## src/rtl/trg_gen_pkg.sv

```systemverilog
package trg_gen_pkg;

    // register addresses
    localparam logic [1:0] ADDR_CTRL   = 2'd0;
    localparam logic [1:0] ADDR_STATUS = 2'd1;
    localparam logic [1:0] ADDR_CLEAR  = 2'd2;

    // control word field positions
    localparam int EN_BIT  = 0;
    localparam int IE_BIT  = 1;
    localparam int POL_LSB = 2;
    localparam int CNT_LSB = 4;
    localparam int SEL_LSB = 16;

    typedef enum logic [1:0] {
        POL_NONE = 2'b00,
        POL_RISE = 2'b01,
        POL_FALL = 2'b10,
        POL_BOTH = 2'b11
    } edge_kind_e;

    typedef enum logic [1:0] {
        ST_IDLE    = 2'd0,
        ST_ASSERT  = 2'd1,
        ST_RELEASE = 2'd2
    } gen_state_e;

endpackage

```

## src/rtl/trg_edge_detect.sv

```systemverilog
module trg_edge_detect
    import trg_gen_pkg::*;
#(
    parameter int NUM_TRIG = 8,
    localparam int SEL_W   = (NUM_TRIG > 1) ? $clog2(NUM_TRIG) : 1
) (
    input  logic                clk,
    input  logic                rst_n,
    input  logic [NUM_TRIG-1:0] trig_in,
    input  logic [SEL_W-1:0]    sig_sel,
    input  edge_kind_e          edge_kind,
    output logic                edge_hit
);

    logic sel_now;
    logic prev_q;
    logic rise;
    logic fall;

    always_comb begin
        sel_now = 1'b0;
        for (int i = 0; i < NUM_TRIG; i++) begin
            if (SEL_W'(i) == sig_sel) sel_now = trig_in[i];
        end
    end

    // previous value of the selected input, tracked even while disabled
    always_ff @(posedge clk or negedge rst_n) begin
        if (!rst_n) prev_q <= 1'b0;
        else        prev_q <= sel_now;
    end

    assign rise = sel_now & ~prev_q;
    assign fall = ~sel_now & prev_q;

    always_comb begin
        unique case (edge_kind)
            POL_NONE: edge_hit = 1'b0;
            POL_RISE: edge_hit = rise;
            POL_FALL: edge_hit = fall;
            POL_BOTH: edge_hit = rise | fall;
            default:  edge_hit = 1'b0;
        endcase
    end

endmodule

```

## src/rtl/trg_cfg_regs.sv

```systemverilog
module trg_cfg_regs
    import trg_gen_pkg::*;
#(
    parameter int NUM_TRIG = 8,
    parameter int CNT_W    = 5,
    parameter int DATA_W   = 32,
    localparam int SEL_W   = (NUM_TRIG > 1) ? $clog2(NUM_TRIG) : 1
) (
    input  logic              clk,
    input  logic              rst_n,
    input  logic              reg_wr,
    input  logic [1:0]        reg_addr,
    input  logic [DATA_W-1:0] reg_wdata,
    output logic [DATA_W-1:0] reg_rdata,
    input  logic              ovr_set,
    output logic              gen_en,
    output logic              irq_en,
    output edge_kind_e        edge_kind,
    output logic [CNT_W-1:0]  cnt_max,
    output logic [SEL_W-1:0]  sig_sel,
    output logic              ovr_flag,
    output logic              clr_hit
);

    logic [DATA_W-1:0] ctrl_q;
    logic [DATA_W-1:0] ctrl_d;
    logic              ctrl_wr;

    assign ctrl_wr = reg_wr && (reg_addr == ADDR_CTRL);
    assign clr_hit = reg_wr && (reg_addr == ADDR_CLEAR) && reg_wdata[0];

    // count field frozen while the generator runs
    always_comb begin
        ctrl_d = reg_wdata;
        if (ctrl_q[EN_BIT]) ctrl_d[CNT_LSB +: CNT_W] = ctrl_q[CNT_LSB +: CNT_W];
    end

    always_ff @(posedge clk or negedge rst_n) begin
        if (!rst_n)       ctrl_q <= '0;
        else if (ctrl_wr) ctrl_q <= ctrl_d;
    end

    // sticky overrun flag; a new overrun wins over a clear
    always_ff @(posedge clk or negedge rst_n) begin
        if (!rst_n)       ovr_flag <= 1'b0;
        else if (ovr_set) ovr_flag <= 1'b1;
        else if (clr_hit) ovr_flag <= 1'b0;
    end

    assign gen_en    = ctrl_q[EN_BIT];
    assign irq_en    = ctrl_q[IE_BIT];
    assign edge_kind = edge_kind_e'(ctrl_q[POL_LSB +: 2]);
    assign cnt_max   = ctrl_q[CNT_LSB +: CNT_W];
    assign sig_sel   = ctrl_q[SEL_LSB +: SEL_W];

    always_comb begin
        unique case (reg_addr)
            ADDR_CTRL:   reg_rdata = ctrl_q;
            ADDR_STATUS: reg_rdata = DATA_W'(ovr_flag);
            default:     reg_rdata = '0;
        endcase
    end

endmodule

```

## src/rtl/trg_burst_fsm.sv

```systemverilog
module trg_burst_fsm
    import trg_gen_pkg::*;
#(
    parameter int CNT_W = 5
) (
    input  logic             clk,
    input  logic             rst_n,
    input  logic             gen_en,
    input  logic             edge_hit,
    input  logic [CNT_W-1:0] cnt_max,
    input  logic             dma_ack,
    output logic             dma_req,
    output logic             ovr_set
);

    gen_state_e       state_q;
    gen_state_e       state_d;
    logic [CNT_W-1:0] remain_q;

    // next-state logic
    always_comb begin
        state_d = state_q;
        unique case (state_q)
            ST_IDLE:    if (edge_hit) state_d = ST_ASSERT;                 // launch
            ST_ASSERT:  if (dma_ack)
                            state_d = (remain_q == '0) ? ST_IDLE          // done
                                                       : ST_RELEASE;      // next
            ST_RELEASE: state_d = ST_ASSERT;                               // rearm
            default:    state_d = ST_IDLE;
        endcase
        if (!gen_en) state_d = ST_IDLE;                                    // abort
    end

    // state register
    always_ff @(posedge clk or negedge rst_n) begin
        if (!rst_n) state_q <= ST_IDLE;
        else        state_q <= state_d;
    end

    // requests still owed after the current one
    always_ff @(posedge clk or negedge rst_n) begin
        if (!rst_n)
            remain_q <= '0;
        else if (!gen_en || (state_q == ST_IDLE))
            remain_q <= cnt_max;
        else if ((state_q == ST_ASSERT) && dma_ack && (remain_q != '0))
            remain_q <= remain_q - 1'b1;
    end

    // outputs
    always_comb begin
        dma_req = gen_en && (state_q == ST_ASSERT);
        ovr_set = gen_en && edge_hit && (state_q != ST_IDLE);
    end

endmodule

```

## src/rtl/trig_req_gen.sv

```systemverilog
module trig_req_gen
    import trg_gen_pkg::*;
#(
    parameter int NUM_TRIG = 8,
    parameter int CNT_W    = 5,
    parameter int DATA_W   = 32
) (
    input  logic                clk,
    input  logic                rst_n,
    input  logic [NUM_TRIG-1:0] trig_in,
    input  logic                reg_wr,
    input  logic [1:0]          reg_addr,
    input  logic [DATA_W-1:0]   reg_wdata,
    output logic [DATA_W-1:0]   reg_rdata,
    output logic                dma_req,
    input  logic                dma_ack,
    output logic                irq
);

    localparam int SEL_W = (NUM_TRIG > 1) ? $clog2(NUM_TRIG) : 1;

    logic             gen_en;
    logic             irq_en;
    edge_kind_e       edge_kind;
    logic [CNT_W-1:0] cnt_max;
    logic [SEL_W-1:0] sig_sel;
    logic             ovr_flag;
    logic             ovr_set;
    logic             clr_hit;
    logic             edge_hit;

    trg_cfg_regs #(
        .NUM_TRIG (NUM_TRIG),
        .CNT_W    (CNT_W),
        .DATA_W   (DATA_W)
    ) cfg_i (
        .clk       (clk),
        .rst_n     (rst_n),
        .reg_wr    (reg_wr),
        .reg_addr  (reg_addr),
        .reg_wdata (reg_wdata),
        .reg_rdata (reg_rdata),
        .ovr_set   (ovr_set),
        .gen_en    (gen_en),
        .irq_en    (irq_en),
        .edge_kind (edge_kind),
        .cnt_max   (cnt_max),
        .sig_sel   (sig_sel),
        .ovr_flag  (ovr_flag),
        .clr_hit   (clr_hit)
    );

    trg_edge_detect #(
        .NUM_TRIG (NUM_TRIG)
    ) edge_i (
        .clk       (clk),
        .rst_n     (rst_n),
        .trig_in   (trig_in),
        .sig_sel   (sig_sel),
        .edge_kind (edge_kind),
        .edge_hit  (edge_hit)
    );

    trg_burst_fsm #(
        .CNT_W (CNT_W)
    ) fsm_i (
        .clk      (clk),
        .rst_n    (rst_n),
        .gen_en   (gen_en),
        .edge_hit (edge_hit),
        .cnt_max  (cnt_max),
        .dma_ack  (dma_ack),
        .dma_req  (dma_req),
        .ovr_set  (ovr_set)
    );

    assign irq = ovr_flag && irq_en;

endmodule

```

## config.mk

```make
export PLATFORM = sky130hd
export DESIGN_NAME = trig_req_gen
export DESIGN_NICKNAME = d
export VERILOG_FILES = /design/src/rtl/trg_gen_pkg.sv /design/src/rtl/trg_edge_detect.sv /design/src/rtl/trg_cfg_regs.sv /design/src/rtl/trg_burst_fsm.sv /design/src/rtl/trig_req_gen.sv
export SDC_FILE = /design/constraint.sdc
export NUM_CORES = 1
export LEC_CHECK = 0
export CORE_ASPECT_RATIO = 0.7
export CORE_MARGIN = 2
export CORE_UTILIZATION = 46
export CTS_BUF_LIST = sky130_fd_sc_hd__clkbuf_16
export CTS_CLUSTER_DIAMETER = 40
export CTS_CLUSTER_SIZE = 20
export DETAILED_ROUTE_END_ITERATION = 16
export DONT_BUFFER_PORTS = 1
export PLACE_DENSITY = 0.57
export SLEW_MARGIN = 20
export SYNTH_ARGS = -nofsm -noshare
export SYNTH_HDL_FRONTEND = slang
export SYNTH_HIERARCHICAL = 1
export SYNTH_SLANG_ARGS = --single-unit
```

## constraint.sdc

```tcl
create_clock -name clk -period 3.8 [get_ports clk]
set_input_delay 0.38 -clock clk [delete_from_list [all_inputs] [get_ports clk]]
set_output_delay 0.38 -clock clk [all_outputs]
set_load 0.1 [all_outputs]
```

=== Word level (Yosys, flattened, before mapping) ===
Index checks and enable logic that the tools add are counted.
W data, S select, Z words.

* Bits in registers: 41

* $add $sub $neg: 1
* Equal/unequal tests: 16
* Multiplexer cells: 19
* Bitwise gates (word level): 6
* Reductions and logical operators: 22

{| class="wikitable"
|+ Operators by type and width
! kind !! number
|-
| $pmux W32 S2 || 1
|-
| $eq A3 B3 Y1 const A || 4
|-
| $mux W1 || 10
|-
| $mux W5 || 2
|-
| $logic_and A1 B1 Y1 || 9
|-
| $eq A2 B2 Y1 const B || 4
|-
| $mux W2 || 4
|-
| $eq A2 B1 Y1 const B || 3
|-
| $eq A2 B3 Y1 const A || 2
|-
| $logic_not A2 Y1 || 3
|-
| $pmux W2 S3 || 1
|-
| $reduce_bool A2 Y1 || 3
|-
| $logic_not A5 Y1 || 1
|-
| $reduce_bool A5 Y1 || 1
|-
| $sub A5 B1 Y5 const B || 1
|-
| $pmux W1 S4 || 1
|-
| $reduce_and A2 Y1 || 2
|-
| $eq A1 B3 Y1 const A || 1
|-
| $logic_not A3 Y1 || 1
|-
| $ne A3 B2 Y1 const B || 1
|-
| $ne A3 B3 Y1 const B || 1
|-
| $not A1 Y1 || 3
|-
| $and A1 B1 Y1 || 2
|-
| $logic_not A1 Y1 || 1
|-
| other kinds (2) || 2
|}

=== Longest topological paths before layout ===
Gate-level depths: netlist of run 1.

* Depth in word-level cells: 16
* Gate-level depth with buffers: 10

=== Cells and area by module ===
The synthesis of run 1 kept the hierarchy.

{| class="wikitable"
|+ By module, submodules not included
! module !! times used !! cells an instance !! area an instance (µm²) !! seq. area each (µm²)
|-
| trg_cfg_regs || 1 || 120 || 1669.1 || 825.8
|-
| trg_burst_fsm || 1 || 45 || 422.9 || 175.2
|-
| trg_edge_detect || 1 || 14 || 168.9 || 25.0
|-
| trig_req_gen || 1 || 1 || 6.3 || 0.0
|}

=== Worst setup path after synthesis of run 1 ===
No wires, ideal clock.

* Path kind: flip-flop to flip-flop
* Start point: reg cfg_i.ctrl_q[18]
* End point: reg cfg_i.ovr_flag
* Library setup time: 124 ps
* Arrival time: 2157 ps
* Required time: 3676 ps
* Slack: 1519 ps
* Cell stages (with the launch flop): 10
* Buffers on the path: 1
* Cell sequence: dfrtp_1 > buf_4 > mux2_1 > mux4_2 > ha_1 > nor2b_1 > o21ai_0 > o31ai_2 > and2_1 > o21bai_1

* Longest elaborated chain between the ends: 16
* Elaborated cells between the ends (all ways): 25
* Classes of those cells: 7 x eq/ne; 10 x mux; 4 x bitwise; 4 x reduce/logical

{| class="wikitable"
|+ RTL lines
! item !! line !! source
|-
| start, declared || trg_cfg_regs.sv:25 || <nowiki>logic [DATA_W-1:0] ctrl_q;</nowiki>
|-
| start signal, assigned || trg_cfg_regs.sv:40 || <nowiki>else if (ctrl_wr) ctrl_q <= ctrl_d;</nowiki>
|-
| $logic_not A3 Y1 || trg_edge_detect.sv:23 || <nowiki>if (SEL_W'(i) == sig_sel) sel_now = trig_in[i];</nowiki>
|-
| $mux W1 (7 in a row) || trg_edge_detect.sv:23 ||
|-
| $mux W1 * || trg_edge_detect.sv:23 ||
|-
| $not A1 Y1 || trg_edge_detect.sv:34 || <nowiki>assign fall = ~sel_now & prev_q;</nowiki>
|-
| $and A1 B1 Y1 || trg_edge_detect.sv:34 ||
|-
| $or A1 B1 Y1 || trg_edge_detect.sv:41 || <nowiki>POL_BOTH: edge_hit = rise | fall;</nowiki>
|-
| $pmux W1 S4 * || trg_edge_detect.sv:37 || <nowiki>unique case (edge_kind)</nowiki>
|-
| via edge_hit || trig_req_gen.sv:30 || <nowiki>logic edge_hit;</nowiki>
|-
| $logic_and A1 B1 Y1 * (2 in a row) || trg_burst_fsm.sv:53 || <nowiki>ovr_set = gen_en && edge_hit && (state_q != ST_IDLE);</nowiki>
|-
| via ovr_set || trig_req_gen.sv:28 || <nowiki>logic ovr_set;</nowiki>
|-
| $mux W1 or $reduce_bool A2 Y1 (tied branches) || -- ||
|-
| end signal, assigned || trg_cfg_regs.sv:45 || <nowiki>if (!rst_n) ovr_flag <= 1'b0;</nowiki>
|-
| end signal, assigned || trg_cfg_regs.sv:46 || <nowiki>else if (ovr_set) ovr_flag <= 1'b1;</nowiki>
|-
| end signal, assigned || trg_cfg_regs.sv:47 || <nowiki>else if (clr_hit) ovr_flag <= 1'b0;</nowiki>
|-
| end, declared || trg_cfg_regs.sv:21 || <nowiki>output logic ovr_flag,</nowiki>
|}

The timed path passes the listed nets; every way through them passes the cells marked *.
A chain may end at the register's enable or synchronous reset.

=== Final worst setup path of run 1 ===
Ends and elaborated chain as after synthesis.

==> results of run 1 <==
[per-stage QoR]
step	power, mW	hold slack, ps
2_1_floorplan	1.154	84.41
3_3_place_gp	1.204	85.49
3_5_place_dp	1.228	85.50
4_1_cts	1.714	240.2
5_1_grt	1.783	235.0
6_report	1.697	245.8
[layer usage]
layer / wire (um) / up-vias / part of all wire / GRT usage
met3: 362 / 4 / 0.079 / 0.05020
li1: - / 669 / - / -
met5: 0 / - / 0 / 0
met4: 24 / 0 / 0.0052 / 0.04038
met1: 2105 / 691 / 0.46 / 0.2466
met2: 2101 / 62 / 0.46 / 0.2633
[logic make-up (layout without fill, tap and decap cells)]
logic type      count (synthesis)  count (layout)  share of synthesized area
simple gates                   60              60                     0.1777
flops                          41              41                     0.4525
mux                            39              39                     0.2379
buf+inv                        22              49                    0.07064
compound gates                 16              16                    0.05022
fa+ha+maj                       2               2                    0.01104
[critical path: stages (launching register included)]
cell      delay [ps]
dfrtp_1          440
mux2_1           380
mux4_2           510
ha_1             300
nor2b_1           40
o21ai_0          200
o31ai_2          100
and2_1           140
o21bai_1         140
[registers in the layout, indices dropped and copies added, names as in the netlist]
name and cells:
fsm_i/state_q 2, cfg_i/ovr_flag 1, fsm_i/remain_q 5, cfg_i/ctrl_q 32, edge_i/prev_q 1
[synth_stat cells, drive strengths merged, types with 3 or more instances]
cell type,n,area share
a31oi,3,0.0083
and2,33,0.091
buf,13,0.056
clkbuf,3,0.0050
dfrtp,41,0.45
inv,6,0.0099
mux2,36,0.21
nand2,3,0.0050
nor2,8,0.013
o21ai,5,0.011
o31ai,3,0.014
[what timing repair did]
item                      in CTS  in global routing
hold endpoints to repair      41                  0
gates resized for setup        0                  0
hold buffers                   2                  0
[layout make-up]
type,count,share of cell area
multi-input cells,117,0.4095
clock buffers,5,0.04690
clock inverters,3,0.01407
well taps,69,0.03236
repair buffers,35,0.1041
inverters,6,0.008443
flip-flops and latches,41,0.3846
[power by group]
part	switching [mW]	leakage (nW)	internal [mW]
Clock	0.160	0.0826	0.305
Combinational	0.381	0.663	0.214
Sequential	0.0904	0.490	0.546
[worst paths after layout]
path                            slack [ps]          endpoint  depth (start not counted)
min in group asynchronous              560  cfg_i/ctrl_q[27]                          2
max in group asynchronous             3030  cfg_i/ctrl_q[10]                          2
worst max register to register        1430    cfg_i/ovr_flag                          8
worst min-delay path                   250  cfg_i/ctrl_q[23]                          1
worst max-delay path                  1430    cfg_i/ovr_flag                          8
worst min register to register         500  cfg_i/ctrl_q[28]                          1
==> results.json, run 1 <==
{
  "fin_skew_ps": 1.461,
  "path_clk_slew_ps": 60,
  "clkLatencyLatePin_ps": 270,
  "post-route-min-period_ps": 2368,
  "synth_edf_count": 0,
  "overflow": 0,
  "grt_setup_unrepaired": "false",
  "final_common_cell": "dfrtp_1",
  "start_kind": "flip-flop",
  "clk_path_buf_depth": 2,
  "maxCapViolations": 0,
  "worst-setup-path-type": "flip-flop to flip-flop",
  "drt-vias-per-instance": 5.167,
  "cts_inserted_buffers": 5,
  "grt_max_degree": 42,
  "io_buffers": 0,
  "cts_root_buf": "clkbuf_16",
  "placed_cell_area_um2": 2475,
  "synthArstFlopShare": 1.000,
  "core_area_um2": 4756,
  "drc": 0,
  "nets": 254,
  "cts_sinks": 41,
  "vdd.ir_drop.worst_mv": 0.2846,
  "initial_core_util": 0.4767,
  "required_ps": 3960,
  "first_pass_iters": 6,
  "synth_area_um2": 2267,
  "dpl.hpwl_um": 3386,
  "cts_tree": "yes",
  "fillers": 390,
  "boundaryPins": 80,
  "multi_input_area_um2": 1092,
  "routed_wl_um": 4593,
  "worstHoldStart": "reg_wdata[23]",
  "synth_fp_nets": 228,
  "wire_per_inst_um": 16.64,
  "die_h_um": 62.74,
  "dr.first_iter.drc_count": 57,
  "final_cell_area_um2": 2668,
  "crit_path_max_fanout": 6,
  "yosys_register_bits": 41,
  "regArea_um2": 1026,
  "dp_cells": 266,
  "antenna_found_initial": 0,
  "drv_slew": 0,
  "synth_cell_type_count": 39,
  "synthCells": 180,
  "antenna_left": 0,
  "dieWidth_um": 87.91,
  "worstPathArrival_ps": 2530,
  "first_global_vias": 1459,
  "cts_setup_buffers": 0,
  "fp-row-count": 21,
  "ys.warnings.count": 6,
  "drive_above_1_share": 0.4058,
  "worst_slack_ps": 1432,
  "area_growth_pct": 17.66,
  "final_cell_mix": "dfrtp_1, and2_1, buf_4",
  "fin_util": 0.5609,
  "cp-startpoint": "cfg_i/ctrl_q[18]",
  "num_antenna_cells": 0,
  "gp_congestion": 0.7385,
  "leakagePower_nw": 1.236,
  "htree_levels": 2,
  "via_count": 1426,
  "ys_seq_area_frac": 0.4525,
  "grt_util_all_layers": 0.1737,
  "tightest_slew_ps": 1086,
  "critPathCaptureType": "flip-flop",
  "r2r-start": "cfg_i/ctrl_q[18]",
  "final_cells": 276,
  "max_freq_ghz": 0.4222,
  "setup_tns_ps": 0,
  "outcome": "complete, no violations",
  "relSlewSlack": 0.2756,
  "grt_pass1_wl_um": 7334,
  "setup_viol": 0,
  "hold_viol": 0,
  "avgSynthCellArea_um2": 12.60,
  "post-place-ws_ps": 1432,
  "ys.flop_type": "dfrtp_1",
  "hold_class": "input pin to flip-flop",
  "post-route-period-util": 0.6233,
  "p_per_area_nw_per_um2": 636.3,
  "dieArea_um2": 5515
}
Note: power is estimated with default switching activity, not from simulation.
==> run 2: changes to the inputs <==
--- a/config.mk
+++ b/config.mk
@@ -5,6 +5,7 @@
 export SDC_FILE = /design/constraint.sdc
 export NUM_CORES = 1
 export LEC_CHECK = 0
+export ABC_AREA = 1
 export CORE_ASPECT_RATIO = 0.7
 export CORE_MARGIN = 2
 export CORE_UTILIZATION = 46
==> constraint.sdc (replaced) <==
create_clock -name clk -period 2.3 [get_ports clk]
set_input_delay 0.23 -clock clk [delete_from_list [all_inputs] [get_ports clk]]
set_output_delay 0.23 -clock clk [all_outputs]
set_load 0.1 [all_outputs]
==> results.json, run 2 <==
{
  "outcome": "complete, no violations",
  "relSlewSlack": 0.4201,
  "maxCapViolations": 0,
  "overflow": 0,
  "dieArea_um2": 5805,
  "start_kind": "flip-flop",
  "regMostFlops": "cfg_i/ctrl_q",
  "final_common_cell": "nand2_1",
  "antenna_left": 0,
  "avgSynthCellArea_um2": 7.188,
  "htree_levels": 2,
  "tightest_slew_ps": 868.6,
  "fin_skew_ps": 4.401,
  "clkLatencyLatePin_ps": 270,
  "fp-row-count": 21,
  "cts_inserted_buffers": 5,
  "crit_path_max_fanout": 7,
  "cpPeakStageDelay_ps": 460,
  "first_global_vias": 2004,
  "p_seq_frac": 0.375,
  "hold_class": "input pin to flip-flop",
  "dpl.hpwl_um": 4121,
  "worst-setup-path-type": "flip-flop to flip-flop",
  "grt_pass1_wl_um": 9577,
  "worstPathCellList": "inv_2 > nand2_1 > nand3_1 > nand3_2 > nand2_2 > inv_1 > ha_1 > nand3b_1 > nand3_2 > inv_1 > nand3_1 > nand2_1 > nor2_1",
  "setup_tns_ps": 0,
  "leakagePower_nw": 1.667,
  "drt-vias-per-instance": 4.898,
  "p_per_area_nw_per_um2": 830.7,
  "fin_util": 0.6587,
  "drive_above_1_share": 0.2712,
  "cts_root_buf": "clkbuf_16",
  "p_int_mw": 1.594,
  "dp_cells": 414,
  "post-route-period-util": 0.8133,
  "max_freq_ghz": 0.5346,
  "p_sw_mw": 1.080,
  "required_ps": 2500,
  "setup_viol": 0,
  "drc": 0,
  "vdd.ir_drop.worst_mv": 0.3387,
  "io_buffers": 0,
  "dr.first_iter.drc_count": 126,
  "worstPathArrival_ps": 2070,
  "final_cell_area_um2": 3219,
  "pwr-share-clk": 0.241,
  "top_regs": "cfg_i/ctrl_q (32), fsm_i/remain_q (5), fsm_i/state_q (2)",
  "nets": 402,
  "cp_slowest_cell": "dfrtp_1",
  "synth_area_um2": 2394,
  "routed_wl_um": 5756,
  "area_growth_pct": 34.50,
  "synth_fp_nets": 381,
  "critPathCaptureType": "flip-flop",
  "antenna_found_initial": 0,
  "grt_setup_unrepaired": "false",
  "hold_viol": 0,
  "cts_tree": "yes",
  "core_area_um2": 4887,
  "ys.warnings.count": 6,
  "clk_path_buf_depth": 2,
  "via_count": 2072,
  "placed_cell_area_um2": 3057,
  "dieWidth_um": 90.22,
  "path_clk_slew_ps": 60,
  "cts_sinks": 41,
  "cts_setup_buffers": 0,
  "final_cell_mix": "nand2_1, inv_1, nand3_1",
  "num_antenna_cells": 0,
  "gp_congestion": 0.9483,
  "wire_per_inst_um": 13.61,
  "synthCells": 333,
  "initial_core_util": 0.4898,
  "post-route-min-period_ps": 1870,
  "boundaryPins": 80,
  "combinationalPowerShare": 0.384,
  "largest_reg_flops": 32,
  "final_cells": 423,
  "switching_share": 0.4038,
  "drv_slew": 0,
  "first_pass_iters": 4,
  "die_h_um": 64.35,
  "grt_util_all_layers": 0.2106,
  "grt_max_degree": 42
}
run 2: stage by stage:
stage               hold slack (ps)  setup WS (ps)  total power, mW
floorplan                    -65.59          173.2            1.776
global placement             -64.48          623.3            1.992
detailed placement           -64.39          475.5            2.026
CTS                           90.46          466.5            2.697
global route                  93.73          319.4            2.843
finish                        96.22          429.5            2.674
run 2: timing repair:
action,CTS,global route
endpoints found under the hold margin,41,0
resized for setup,0,0
hold buffers,2,0
endpoints found under the setup margin,0,0
run 2: path summary, 6_finish.rpt:
path                                   from          endpoint  slack [ps]  cells after the start
min in group asynchronous             rst_n  cfg_i/ctrl_q[14]         430                      2
max in group asynchronous             rst_n  cfg_i/ctrl_q[17]        1660                      2
max                        cfg_i/ctrl_q[18]  fsm_i/state_q[1]         430                     13
max reg2reg                cfg_i/ctrl_q[18]  fsm_i/state_q[1]         430                     13
min reg2reg                cfg_i/ctrl_q[31]  cfg_i/ctrl_q[31]         470                      2
min                            reg_wdata[9]   cfg_i/ctrl_q[9]         100                      2
run 2: final cells by class:
type / instances / area (um^2)
repair buffers: 36 / 673.1
well taps: 69 / 86.33
clock inverters: 2 / 7.507
fillers: 421 / 1668
inverters: 62 / 237.7
flip-flops and latches: 41 / 1026
clock buffers: 5 / 125.1
multi-input cells: 208 / 1064
run 2: worst max-delay path: cells and delay by family (launching register included):
kind | cells | cell delay [ps]
adders and majority gates | 1 | 260
and+or+nand+nor | 9 | 870
DFF | 1 | 460
buffers and inverters | 3 | 210
run 2: per-layer routing:
| layer | GRT usage | wire [um] |
|---|---|---|
| met2 | 0.3130 | 2571 |
| met3 | 0.06132 | 408 |
| met5 | 0 | 0 |
| met4 | 0.06538 | 93 |
| met1 | 0.2972 | 2682 |
run 2: power groups by stage:
stage / Sequential [mW] / Combinational, mW / Clock [mW]
5_1_grt: 1.02 / 1.12 / 0.700
4_1_cts: 1.00 / 1.04 / 0.659
2_1_floorplan: 0.972 / 0.804 / 0
6_report: 1.00 / 1.03 / 0.644
3_5_place_dp: 1.01 / 1.01 / 0
3_3_place_gp: 1.00 / 0.987 / 0
